==> src/rtl/adc_xfer_pkg.sv <==
// Shared types for the ADC result block transfer controller.
package adc_xfer_pkg;

    // Run shape selected by the mode register.
    typedef struct packed {
        logic two_blk;  // 1: two blocks back to back
        logic cont;     // 1: restart from base after the last block
    } xfer_mode_t;

endpackage

==> src/rtl/adc_xfer_regs.sv <==
// Configuration registers: transfer count, mode bits and base address.
// Assumes: write strobes are single-cycle and synchronous to clk.
module adc_xfer_regs
    import adc_xfer_pkg::*;
#(
    parameter int         ADDR_W    = 16,
    parameter int         CNT_W     = 8,
    parameter logic [15:0] BASE_RST = 16'h0200
) (
    input  logic              clk,
    input  logic              rst_n,
    input  logic              cnt_we,
    input  logic [CNT_W-1:0]  cnt_wdata,
    input  logic              mode_we,
    input  xfer_mode_t        mode_wdata,
    input  logic              base_we,
    input  logic [ADDR_W-1:0] base_wdata,
    output logic [CNT_W-1:0]  cnt,
    output xfer_mode_t        mode,
    output logic [ADDR_W-1:0] base
);

    // Register the three configuration fields.
    always_ff @(posedge clk) begin
        if (!rst_n) begin
            cnt  <= '0;
            mode <= '0;
            base <= ADDR_W'(BASE_RST);
        end else begin
            if (cnt_we)  cnt  <= cnt_wdata;
            if (mode_we) mode <= mode_wdata;
            if (base_we) base <= base_wdata;
        end
    end

endmodule

==> src/rtl/adc_xfer_seq.sv <==
// Address and block sequencer: tracks the write pointer, the position in
// the block, the current block and whether a run is armed.
// Assumes: take is never high in a cycle with cnt_we or base_we.
module adc_xfer_seq
    import adc_xfer_pkg::*;
#(
    parameter int ADDR_W = 16,
    parameter int CNT_W  = 8,
    parameter int STEP   = 2
) (
    input  logic              clk,
    input  logic              rst_n,
    input  logic [CNT_W-1:0]  cnt,
    input  xfer_mode_t        mode,
    input  logic [ADDR_W-1:0] base,
    input  logic              cnt_we,
    input  logic [CNT_W-1:0]  cnt_wdata,
    input  logic              base_we,
    input  logic [ADDR_W-1:0] base_wdata,
    input  logic              take,
    output logic [ADDR_W-1:0] ptr,
    output logic              last,
    output logic              blk,
    output logic              run
);

    logic [CNT_W-1:0] done_cnt;
    logic             final_blk;

    // Decode the block boundary for the transfer being taken now.
    always_comb begin
        last      = (done_cnt == cnt - CNT_W'(1));
        final_blk = !mode.two_blk || blk;
    end

    // Advance pointer and counters on each taken result; rearm on writes.
    always_ff @(posedge clk) begin
        if (!rst_n) begin
            ptr      <= '0;
            done_cnt <= '0;
            blk      <= 1'b0;
            run      <= 1'b0;
        end else if (base_we) begin
            ptr      <= base_wdata;
            done_cnt <= '0;
            blk      <= 1'b0;
            run      <= (cnt_we ? cnt_wdata : cnt) != '0;
        end else if (cnt_we) begin
            ptr      <= base;
            done_cnt <= '0;
            blk      <= 1'b0;
            run      <= cnt_wdata != '0;
        end else if (take) begin
            if (!last) begin
                ptr      <= ptr + ADDR_W'(STEP);
                done_cnt <= done_cnt + CNT_W'(1);
            end else begin
                done_cnt <= '0;
                if (!final_blk) begin
                    blk <= 1'b1;
                    ptr <= ptr + ADDR_W'(STEP);
                end else if (mode.cont) begin
                    blk <= 1'b0;
                    ptr <= base;
                end else begin
                    run <= 1'b0;
                    ptr <= ptr + ADDR_W'(STEP);
                end
            end
        end
    end

    // a zero count never leaves a run armed.
    p_idle_when_zero_r1: assert property (@(posedge clk) disable iff (!rst_n)
        (cnt == '0) |-> !run);

endmodule

==> src/rtl/adc_xfer_wport.sv <==
// Memory write port: holds one pending write until acknowledged, flags a
// dropped result, and pulses block-complete when a block's last write lands.
// Assumes: mem_ack is only meaningful while mem_req is high.
module adc_xfer_wport #(
    parameter int ADDR_W = 16,
    parameter int DATA_W = 16
) (
    input  logic              clk,
    input  logic              rst_n,
    input  logic              take,
    input  logic              drop,
    input  logic              clr_ovf,
    input  logic              last_in,
    input  logic [ADDR_W-1:0] addr_in,
    input  logic [DATA_W-1:0] data_in,
    input  logic              mem_ack,
    output logic              mem_req,
    output logic [ADDR_W-1:0] mem_addr,
    output logic [DATA_W-1:0] mem_data,
    output logic              busy,
    output logic              blk_done,
    output logic              overflow
);

    logic last_q;

    // A slot is busy while a request waits for its acknowledge.
    always_comb busy = mem_req && !mem_ack;

    // Load a new write or retire the pending one.
    always_ff @(posedge clk) begin
        if (!rst_n) begin
            mem_req  <= 1'b0;
            mem_addr <= '0;
            mem_data <= '0;
            last_q   <= 1'b0;
        end else if (take) begin
            mem_req  <= 1'b1;
            mem_addr <= addr_in;
            mem_data <= data_in;
            last_q   <= last_in;
        end else if (mem_req && mem_ack) begin
            mem_req  <= 1'b0;
        end
    end

    // Pulse block-complete once the final write of a block is accepted.
    always_ff @(posedge clk) begin
        if (!rst_n) blk_done <= 1'b0;
        else        blk_done <= mem_req && mem_ack && last_q;
    end

    // Sticky overflow on a dropped result, cleared on rearm.
    always_ff @(posedge clk) begin
        if (!rst_n)       overflow <= 1'b0;
        else if (clr_ovf) overflow <= 1'b0;
        else if (drop)    overflow <= 1'b1;
    end

    // a pending request holds address and data until acknowledged.
    p_req_hold_r2: assert property (@(posedge clk) disable iff (!rst_n)
        (mem_req && !mem_ack) |=> (mem_req && $stable(mem_addr) && $stable(mem_data)));

    // block-complete only follows an acknowledged write.
    p_done_after_ack_r6: assert property (@(posedge clk) disable iff (!rst_n)
        blk_done |-> $past(mem_req && mem_ack));

endmodule

==> src/rtl/adc_xfer_ctrl.sv <==
// Top of the ADC result block transfer controller. Joins the configuration
// registers, the address sequencer and the memory write port.
// Assumes: res_valid is a one-cycle strobe per conversion result.
module adc_xfer_ctrl
    import adc_xfer_pkg::*;
#(
    parameter int          ADDR_W   = 16,
    parameter int          DATA_W   = 16,
    parameter int          CNT_W    = 8,
    parameter logic [15:0] BASE_RST = 16'h0200
) (
    input  logic              clk,
    input  logic              rst_n,
    input  logic              cnt_we,
    input  logic [CNT_W-1:0]  cnt_wdata,
    input  logic              mode_we,
    input  logic              mode_two_blk,
    input  logic              mode_cont,
    input  logic              base_we,
    input  logic [ADDR_W-1:0] base_wdata,
    input  logic              res_valid,
    input  logic [DATA_W-1:0] res_data,
    output logic              mem_req,
    output logic [ADDR_W-1:0] mem_addr,
    output logic [DATA_W-1:0] mem_data,
    input  logic              mem_ack,
    output logic              blk_done,
    output logic              cur_blk,
    output logic              overflow,
    output logic              xfer_active
);

    localparam int STEP = DATA_W / 8;

    logic [CNT_W-1:0]  cnt;
    xfer_mode_t        mode;
    xfer_mode_t        mode_wdata;
    logic [ADDR_W-1:0] base;
    logic [ADDR_W-1:0] ptr;
    logic              last;
    logic              run;
    logic              busy;
    logic              take;
    logic              drop;
    logic              cfg_hit;

    // Gather the mode write data and decide the fate of each result.
    always_comb begin
        mode_wdata.two_blk = mode_two_blk;
        mode_wdata.cont    = mode_cont;
        cfg_hit            = cnt_we || base_we;
        take               = res_valid && run && !busy && !cfg_hit;
        drop               = res_valid && run && busy && !cfg_hit;
        xfer_active        = run;
    end

    adc_xfer_regs #(
        .ADDR_W(ADDR_W), .CNT_W(CNT_W), .BASE_RST(BASE_RST)
    ) u_regs (
        .clk(clk), .rst_n(rst_n),
        .cnt_we(cnt_we), .cnt_wdata(cnt_wdata),
        .mode_we(mode_we), .mode_wdata(mode_wdata),
        .base_we(base_we), .base_wdata(base_wdata),
        .cnt(cnt), .mode(mode), .base(base)
    );

    adc_xfer_seq #(
        .ADDR_W(ADDR_W), .CNT_W(CNT_W), .STEP(STEP)
    ) u_seq (
        .clk(clk), .rst_n(rst_n),
        .cnt(cnt), .mode(mode), .base(base),
        .cnt_we(cnt_we), .cnt_wdata(cnt_wdata),
        .base_we(base_we), .base_wdata(base_wdata),
        .take(take), .ptr(ptr), .last(last), .blk(cur_blk), .run(run)
    );

    adc_xfer_wport #(
        .ADDR_W(ADDR_W), .DATA_W(DATA_W)
    ) u_wport (
        .clk(clk), .rst_n(rst_n),
        .take(take), .drop(drop), .clr_ovf(cfg_hit),
        .last_in(last), .addr_in(ptr), .data_in(res_data),
        .mem_ack(mem_ack), .mem_req(mem_req), .mem_addr(mem_addr),
        .mem_data(mem_data), .busy(busy), .blk_done(blk_done),
        .overflow(overflow)
    );

    // overflow only rises after a result strobe.
    p_no_overflow_r3: assert property (@(posedge clk) disable iff (!rst_n)
        $rose(overflow) |-> $past(res_valid));

    // an idle controller issues no new request.
    p_no_req_when_idle_r4: assert property (@(posedge clk) disable iff (!rst_n)
        (!run && !mem_req) |=> !mem_req);

endmodule

==> config.mk <==
export PLATFORM = sky130hd
export DESIGN_NAME = adc_xfer_ctrl
export DESIGN_NICKNAME = d
export VERILOG_FILES = /design/src/rtl/adc_xfer_pkg.sv /design/src/rtl/adc_xfer_regs.sv /design/src/rtl/adc_xfer_seq.sv /design/src/rtl/adc_xfer_wport.sv /design/src/rtl/adc_xfer_ctrl.sv
export SDC_FILE = /design/constraint.sdc
export NUM_CORES = 1
export LEC_CHECK = 0
export BUFFER_PORTS_ARGS = -buffer_cell sky130_fd_sc_hd__buf_2
export CORE_MARGIN = 4
export CORE_UTILIZATION = 57
export CTS_BUF_LIST = sky130_fd_sc_hd__clkbuf_2
export CTS_CLUSTER_DIAMETER = 40
export DETAILED_ROUTE_END_ITERATION = 16
export PLACE_DENSITY_LB_ADDON = 0.12
export SLEW_MARGIN = 20
export SYNTH_ARGS = -nofsm -noshare
export SYNTH_HDL_FRONTEND = slang
export SYNTH_HIERARCHICAL = 1
export SYNTH_SLANG_ARGS = --single-unit
==> constraint.sdc <==
create_clock -name clk -period 2.8 [get_ports clk]
set_input_delay 0.28 -clock clk [delete_from_list [all_inputs] [get_ports clk]]
set_output_delay 0.28 -clock clk [all_outputs]
set_load 0.02 [all_outputs]
* Word-level counts from Yosys, hierarchy flattened *
Cells that the tools add are included.

storage, ports and cells
  bits in registers = 88
  bits in latches = 0
  memory bits (writable) = 0
  bits in read-only memories = 0
  input bits = 49
  logic and storage cells = 63
  memories kept = 0

cells by class
  add/sub/neg operators = 3
  multiply operators = 0
  div/mod/pow operators = 0
  order comparisons = 0
  eq/ne operators = 3
  shift-type cells = 0
  multiplexer cells = 18
  bitwise logic cells = 1
  reduce and logical (&&, ||, !) cells = 24

operator list
  kind                                                                count
  16-bit two-way mux                                                  6
  16-bit by 2-bit adder with 16-bit output, second input constant     1
  8-bit two-way mux                                                   2
  8-bit nonzero test                                                  2
  1-bit two-way mux                                                   10
  3-bit nonzero test                                                  3
  8-bit by 1-bit adder with 8-bit output, second input constant       1
  8-bit == test                                                       1
  1-bit logical AND                                                   8
  8-bit by 1-bit subtractor with 8-bit output, second input constant  1
  1-bit zero test                                                     4
  4-bit AND reduction                                                 1
  3-bit inequality test, second input constant                        1
  3-bit AND reduction                                                 1
  3-bit OR reduction                                                  1
  1-bit logical OR                                                    2
  2-bit inequality test, second input constant                        1
  2-bit nonzero test                                                  1
  2-bit OR reduction                                                  1
  1-bit inverter                                                      1

* Depth between registers and ports, before layout *
  depth after elaboration = 8
  gate-level depth with buffers = 10
  depth with buffers taken out = 9

* By module *
The synthesis kept the hierarchy.

by module, submodules not included
  module          instances  cells each  area an instance (um2)
  adc_xfer_seq    1          251         2001.9
  adc_xfer_wport  1          114         1373.8
  adc_xfer_regs   1          83          987.2
  adc_xfer_ctrl   1          5           26.3

* Worst setup path before layout *
OpenSTA, ideal clock, no wires.

  path type = register to register
  start = reg u_regs.cnt[0]
  end = reg u_seq.ptr[4]
  library setup time = 123 ps
  data arrival time = 2120 ps
  required time = 2677 ps
  slack = 557 ps
  cell stages (with the launch flop) = 11
  buffers on the path = 1
  period minus slack after synthesis = 2243 ps
  cells stage by stage = dfxtp_1 inv_1 ha_1 nor2b_1 or3_1 a31oi_1 and4_1 a21oi_4 buf_6 mux2i_1 a21oi_1

between the ends
  longest elaborated chain between the ends = 6

ends and longest elaborated chain
  item                                         RTL line             text
  from (decl)                                  adc_xfer_regs.sv:18  output logic [CNT_W-1:0] cnt,
  from (signal assigned)                       adc_xfer_regs.sv:30  if (cnt_we) cnt <= cnt_wdata;
  8-bit by 1-bit subtractor with 8-bit output  adc_xfer_seq.sv:32   last = (done_cnt == cnt - CNT_W'(1));
  8-bit == test                                adc_xfer_seq.sv:32
  16-bit two-way mux                           adc_xfer_seq.sv:54   if (!last) begin
  16-bit two-way mux                           adc_xfer_seq.sv:53   end else if (take) begin
  16-bit two-way mux                           adc_xfer_seq.sv:48   end else if (cnt_we) begin
  16-bit two-way mux                           adc_xfer_seq.sv:43   end else if (base_we) begin
  to (signal assigned)                         adc_xfer_seq.sv:44   ptr <= base_wdata;
  to (signal assigned)                         adc_xfer_seq.sv:49   ptr <= base;
  to (signal assigned)                         adc_xfer_seq.sv:55   ptr <= ptr + ADDR_W'(STEP);
  to (decl)                                    adc_xfer_seq.sv:21   output logic [ADDR_W-1:0] ptr,

Every way passes these cells. The select of a mux whose other input is x is not followed.
A chain may end at the register's enable or synchronous reset.

* Worst setup path after layout *
  start = reg u_regs.cnt[0]
  end = reg u_seq.ptr[2]

The elaborated chain is that of the path after synthesis.

==> impl_summary.md <==
Outcome
The flow ran to the end, and the final reports show no timing, DRC or antenna violations.

Layout
The most frequent standard cell in the layout excluding fill and tap cells is sky130_fd_sc_hd__dfxtp_1. The layout-stage area growth over the synthesis result is 20.3%. The final layout net count is 615. Leaving out filler cells and counting taps, the final layout contains about 670. At the end of the flow the core is filled with cells to 71.6%.

Of the cells placed in the final design, the portion with a size suffix greater than 1 is 20.8%. Summing all non-filler instances in the final layout gives an area of 0.00528 mm^2. The number of antenna diodes is 0. The top cell types in the final layout, fill and taps aside, are sky130_fd_sc_hd__dfxtp_1, sky130_fd_sc_hd__buf_2, sky130_fd_sc_hd__mux2i_1.

Routing
The post-detailed-route wirelength per cell is 15.1 um. The number of detailed-routing iterations run before antenna repair is 5. In this run, the number of DRC markers left after iteration 0 of detailed routing was 218. The remaining routing DRC violations is 0. Dividing the detail-routed via count by the number of cells gives 5.44. The final route contains 3629 vias.

The number of nets with antenna violations after routing is 0. The final layout contains routed wiring with a total length of 10000 um.

Setup path
The worst setup path is captured at a register. The worst reg2reg path depth is 9. The startpoint type of the worst setup path is a register. The data required time of the critical path is 3240 ps. The category of the critical setup timing path is reg2reg. Along the worst path, the maximum fanout reaches 13. The data arrival at the endpoint of the critical path is 3010 ps. The worst-case register-to-register setup slack is about 240 ps.

Clock network
The number of levels in the clock H-tree is 3. The number of buffers inserted by post-CTS setup repair is 0. For this design, the CTS-stage hold fixing added 30 buffers.

The clock passes through at most 2 buffers. Counting every sink on the clock net gives 88. Clock-pin slew was measured on the worst setup and hold paths at 250 ps. Gates resized during post-CTS repair numbered 0. The latest clock arrival within the worst-skew pair is 530 ps. TritonCTS built the clock tree. CTS placed an instance of sky130_fd_sc_hd__clkbuf_2 at the clock tree root. Clock tree synthesis inserted a total of 9 buffers.

GRT
The number of antenna violations at the first check in global routing came to 0. The first global-routing pass estimated 16100 um of wire. The aggregate global-route resource usage is 22.2%. The pin count of the biggest net entering global routing is 81. The number of global-route vias before repair was 3382. The total overflow left after global routing is 0.

Synth
The net count after synthesis is 505. The number of flops mapped to enable cells by yosys is 0. The predominant post-synthesis flop cell is sky130_fd_sc_hd__dfxtp_1. Yosys printed 6 warnings. The average cell area after synthesis is 9.69 um^2.

The share of the Yosys chip area taken by registers is 40.1%. After synthesis the netlist holds a flip-flop and latch count of 88. In the synthesized netlist, the number of instances is 453. The fraction of synthesis flops using an asynchronous set or reset pin is 0%. The unique cell type count in the Yosys netlist is 55. The combined area of all synthesized cells is 0.00439 mm^2.

STA
The final setup skew is 29.5 ps. Based on the critical path, the design can be clocked at up to around 400 MHz. The max-slew violation count was 0.

Once routing completed, OpenROAD measured the worst setup slack at roughly 240 ps. Measured against its own limit, the worst slew margin works out to 41.4%. Setup repair after global routing left no endpoint under its margin. The routed design could run at a clock period as short as 2560 ps.

The count of endpoints failing hold in the final timing report is 0. At the pin with the least slew margin, the transition time is 875 ps. The final setup violation count is 0. Of the available clock period, the critical path in the final layout requires a little over 90%.

The sum of negative setup slack is 0 ps.

Flow run
The total of max-cap violations is 0.

Placed design
The worst setup timing slack at the placement stage is roughly 310 ps. The count of buffers added on input and output ports is 85. Including well taps, the total number of placed cells is 619. The placed wire-length estimate after detailed placement is 6550 um. Routability-driven placement finished with a final weighted congestion of 0.817. After detailed placement, the total cell area comes to 0.00479 mm^2.

Floorplanning
The vertical extent of the die is 95.8 um. The initial standard-cell utilization of the core is 59.6%. The die area is 0.00917 mm^2.

The width of the chip is 95.8 um. 86 I/O pins were placed. The standard cell core area is 0.00737 mm^2. The number of core rows is 31.

Min path
The worst hold path class is in2reg. The worst hold path passes through 3 cells.

Power and ir drop
For this design the ratio of total power to cell area is 485 mW/mm^2. In this run the static leakage power is 2.16 nW. The peak supply drop is 0.000317 V.
## metal layers
metal,vias to the layer above,wire length (um),GRT usage [%]
met2,100,4790,36.4
li1,1807,-,-
met4,0,127,7.94
met5,-,0,0
met3,11,578,3.99
met1,1711,4550,29.4
## synth_stat cells, types with 2 or more instances
| library cell | count | area (um^2) |
|---|---|---|
| sky130_fd_sc_hd__dfxtp_1 | 88 | 1760 |
| sky130_fd_sc_hd__mux2i_1 | 73 | 731 |
| sky130_fd_sc_hd__nor2b_1 | 64 | 400 |
| sky130_fd_sc_hd__nand2_1 | 34 | 128 |
| sky130_fd_sc_hd__nor2_1 | 16 | 60.1 |
| sky130_fd_sc_hd__xnor2_1 | 16 | 140 |
| sky130_fd_sc_hd__a21oi_1 | 14 | 70.1 |
| sky130_fd_sc_hd__clkbuf_1 | 13 | 48.8 |
| sky130_fd_sc_hd__o21ai_0 | 12 | 60.1 |
| sky130_fd_sc_hd__nand3_1 | 10 | 50.1 |
| sky130_fd_sc_hd__o211ai_1 | 9 | 67.6 |
| sky130_fd_sc_hd__xor2_1 | 9 | 78.8 |
| sky130_fd_sc_hd__and3_1 | 7 | 43.8 |
| sky130_fd_sc_hd__inv_1 | 7 | 26.3 |
| sky130_fd_sc_hd__nand4_1 | 7 | 43.8 |
| sky130_fd_sc_hd__or3_1 | 7 | 43.8 |
| sky130_fd_sc_hd__o21ai_1 | 6 | 30.0 |
| sky130_fd_sc_hd__a31oi_1 | 4 | 25.0 |
| sky130_fd_sc_hd__and4_1 | 4 | 35.0 |
| sky130_fd_sc_hd__buf_12 | 4 | 80.1 |
| sky130_fd_sc_hd__buf_6 | 4 | 45.0 |
| sky130_fd_sc_hd__nor3_1 | 4 | 20.0 |
| sky130_fd_sc_hd__a211oi_1 | 3 | 22.5 |
| sky130_fd_sc_hd__ha_1 | 3 | 37.5 |
| sky130_fd_sc_hd__nor4_1 | 3 | 18.8 |
| sky130_fd_sc_hd__o21a_1 | 2 | 15.0 |
| sky130_fd_sc_hd__o31ai_1 | 2 | 15.0 |
## path summary, 6_finish.rpt
path,start,end
worst max-delay path,u_regs/cnt[0]$_SDFFE_PN0P_,u_seq/ptr[2]$_SDFFE_PN0N_
worst min-delay path,base_wdata[10],u_regs/base[10]$_SDFFE_PN0P_
worst max register to register,u_regs/cnt[0]$_SDFFE_PN0P_,u_seq/ptr[2]$_SDFFE_PN0N_
worst min register to register,u_seq/ptr[0]$_SDFFE_PN0P_,u_seq/ptr[0]$_SDFFE_PN0P_
## per-stage QoR
| step | total power [mW] | hold slack (ps) |
|---|---|---|
| 6_report | 2.56 | 27.0 |
| 3_5_place_dp | 1.70 | 466 |
| 5_1_grt | 2.67 | 3.50 |
| 2_1_floorplan | 1.61 | 408 |
| 3_3_place_gp | 1.69 | 453 |
| 4_1_cts | 2.56 | 1.28 |
## critical path: stages, from the launching register on
cell and delay (ps):
sky130_fd_sc_hd__dfxtp_1 470, sky130_fd_sc_hd__inv_1 70, sky130_fd_sc_hd__ha_1 290, sky130_fd_sc_hd__nor2b_1 160, sky130_fd_sc_hd__or3_1 350, sky130_fd_sc_hd__a31oi_1 240, sky130_fd_sc_hd__and4_1 320, sky130_fd_sc_hd__a21oi_4 190
sky130_fd_sc_hd__mux2i_1 160, sky130_fd_sc_hd__a211oi_1 240
## power breakdown
| part | leakage (nW) | internal (mW) | switching [mW] |
|---|---|---|---|
| combinational | 1.35 | 0.180 | 0.178 |
| sequential | 0.719 | 1.30 | 0.0540 |
| clock | 0.0931 | 0.395 | 0.449 |
| total | 2.16 | 1.88 | 0.680 |
## flip-flops by register name, indices dropped and copies added, names as in the netlist
register and flops:
u_seq/run 1, u_seq/done_cnt 8, u_regs/cnt 8, u_regs/base 16, u_wport/last_q 1, u_seq/blk 1
u_wport/mem_addr 16, u_wport/overflow 1, u_seq/ptr 16, u_regs/mode 2, u_wport/blk_done 1, u_wport/mem_data 16
u_wport/mem_req 1
## cells by family (layout without fill, tap and decap cells)
| kind of cell | Yosys count | in the layout | synth area share [%] |
|---|---|---|---|
| buffers and inverters | 31 | 146 | 4.93 |
| AND/OR/NAND/NOR | 166 | 166 | 21.3 |
| flip-flops | 88 | 88 | 40.1 |
| AO/OA/AOI/OAI | 65 | 65 | 10.3 |
| XOR/XNOR | 26 | 26 | 5.62 |
| adder cells (fa/ha/maj) | 3 | 3 | 0.855 |
| multiplexers | 74 | 74 | 16.9 |
## layout make-up
| cell class | instances | area (um^2) |
|---|---|---|
| Tap cell | 99 | 124 |
| Sequential cell | 88 | 1760 |
| Clock buffer | 10 | 50.0 |
| Inverter | 8 | 30.0 |
| Fill cell | 590 | 2090 |
| Timing Repair Buffer | 122 | 783 |
| Multi-Input combinational cell | 334 | 2420 |
| Clock inverter | 6 | 115 |
No activity file was read; power rests on OpenSTA's default activity.
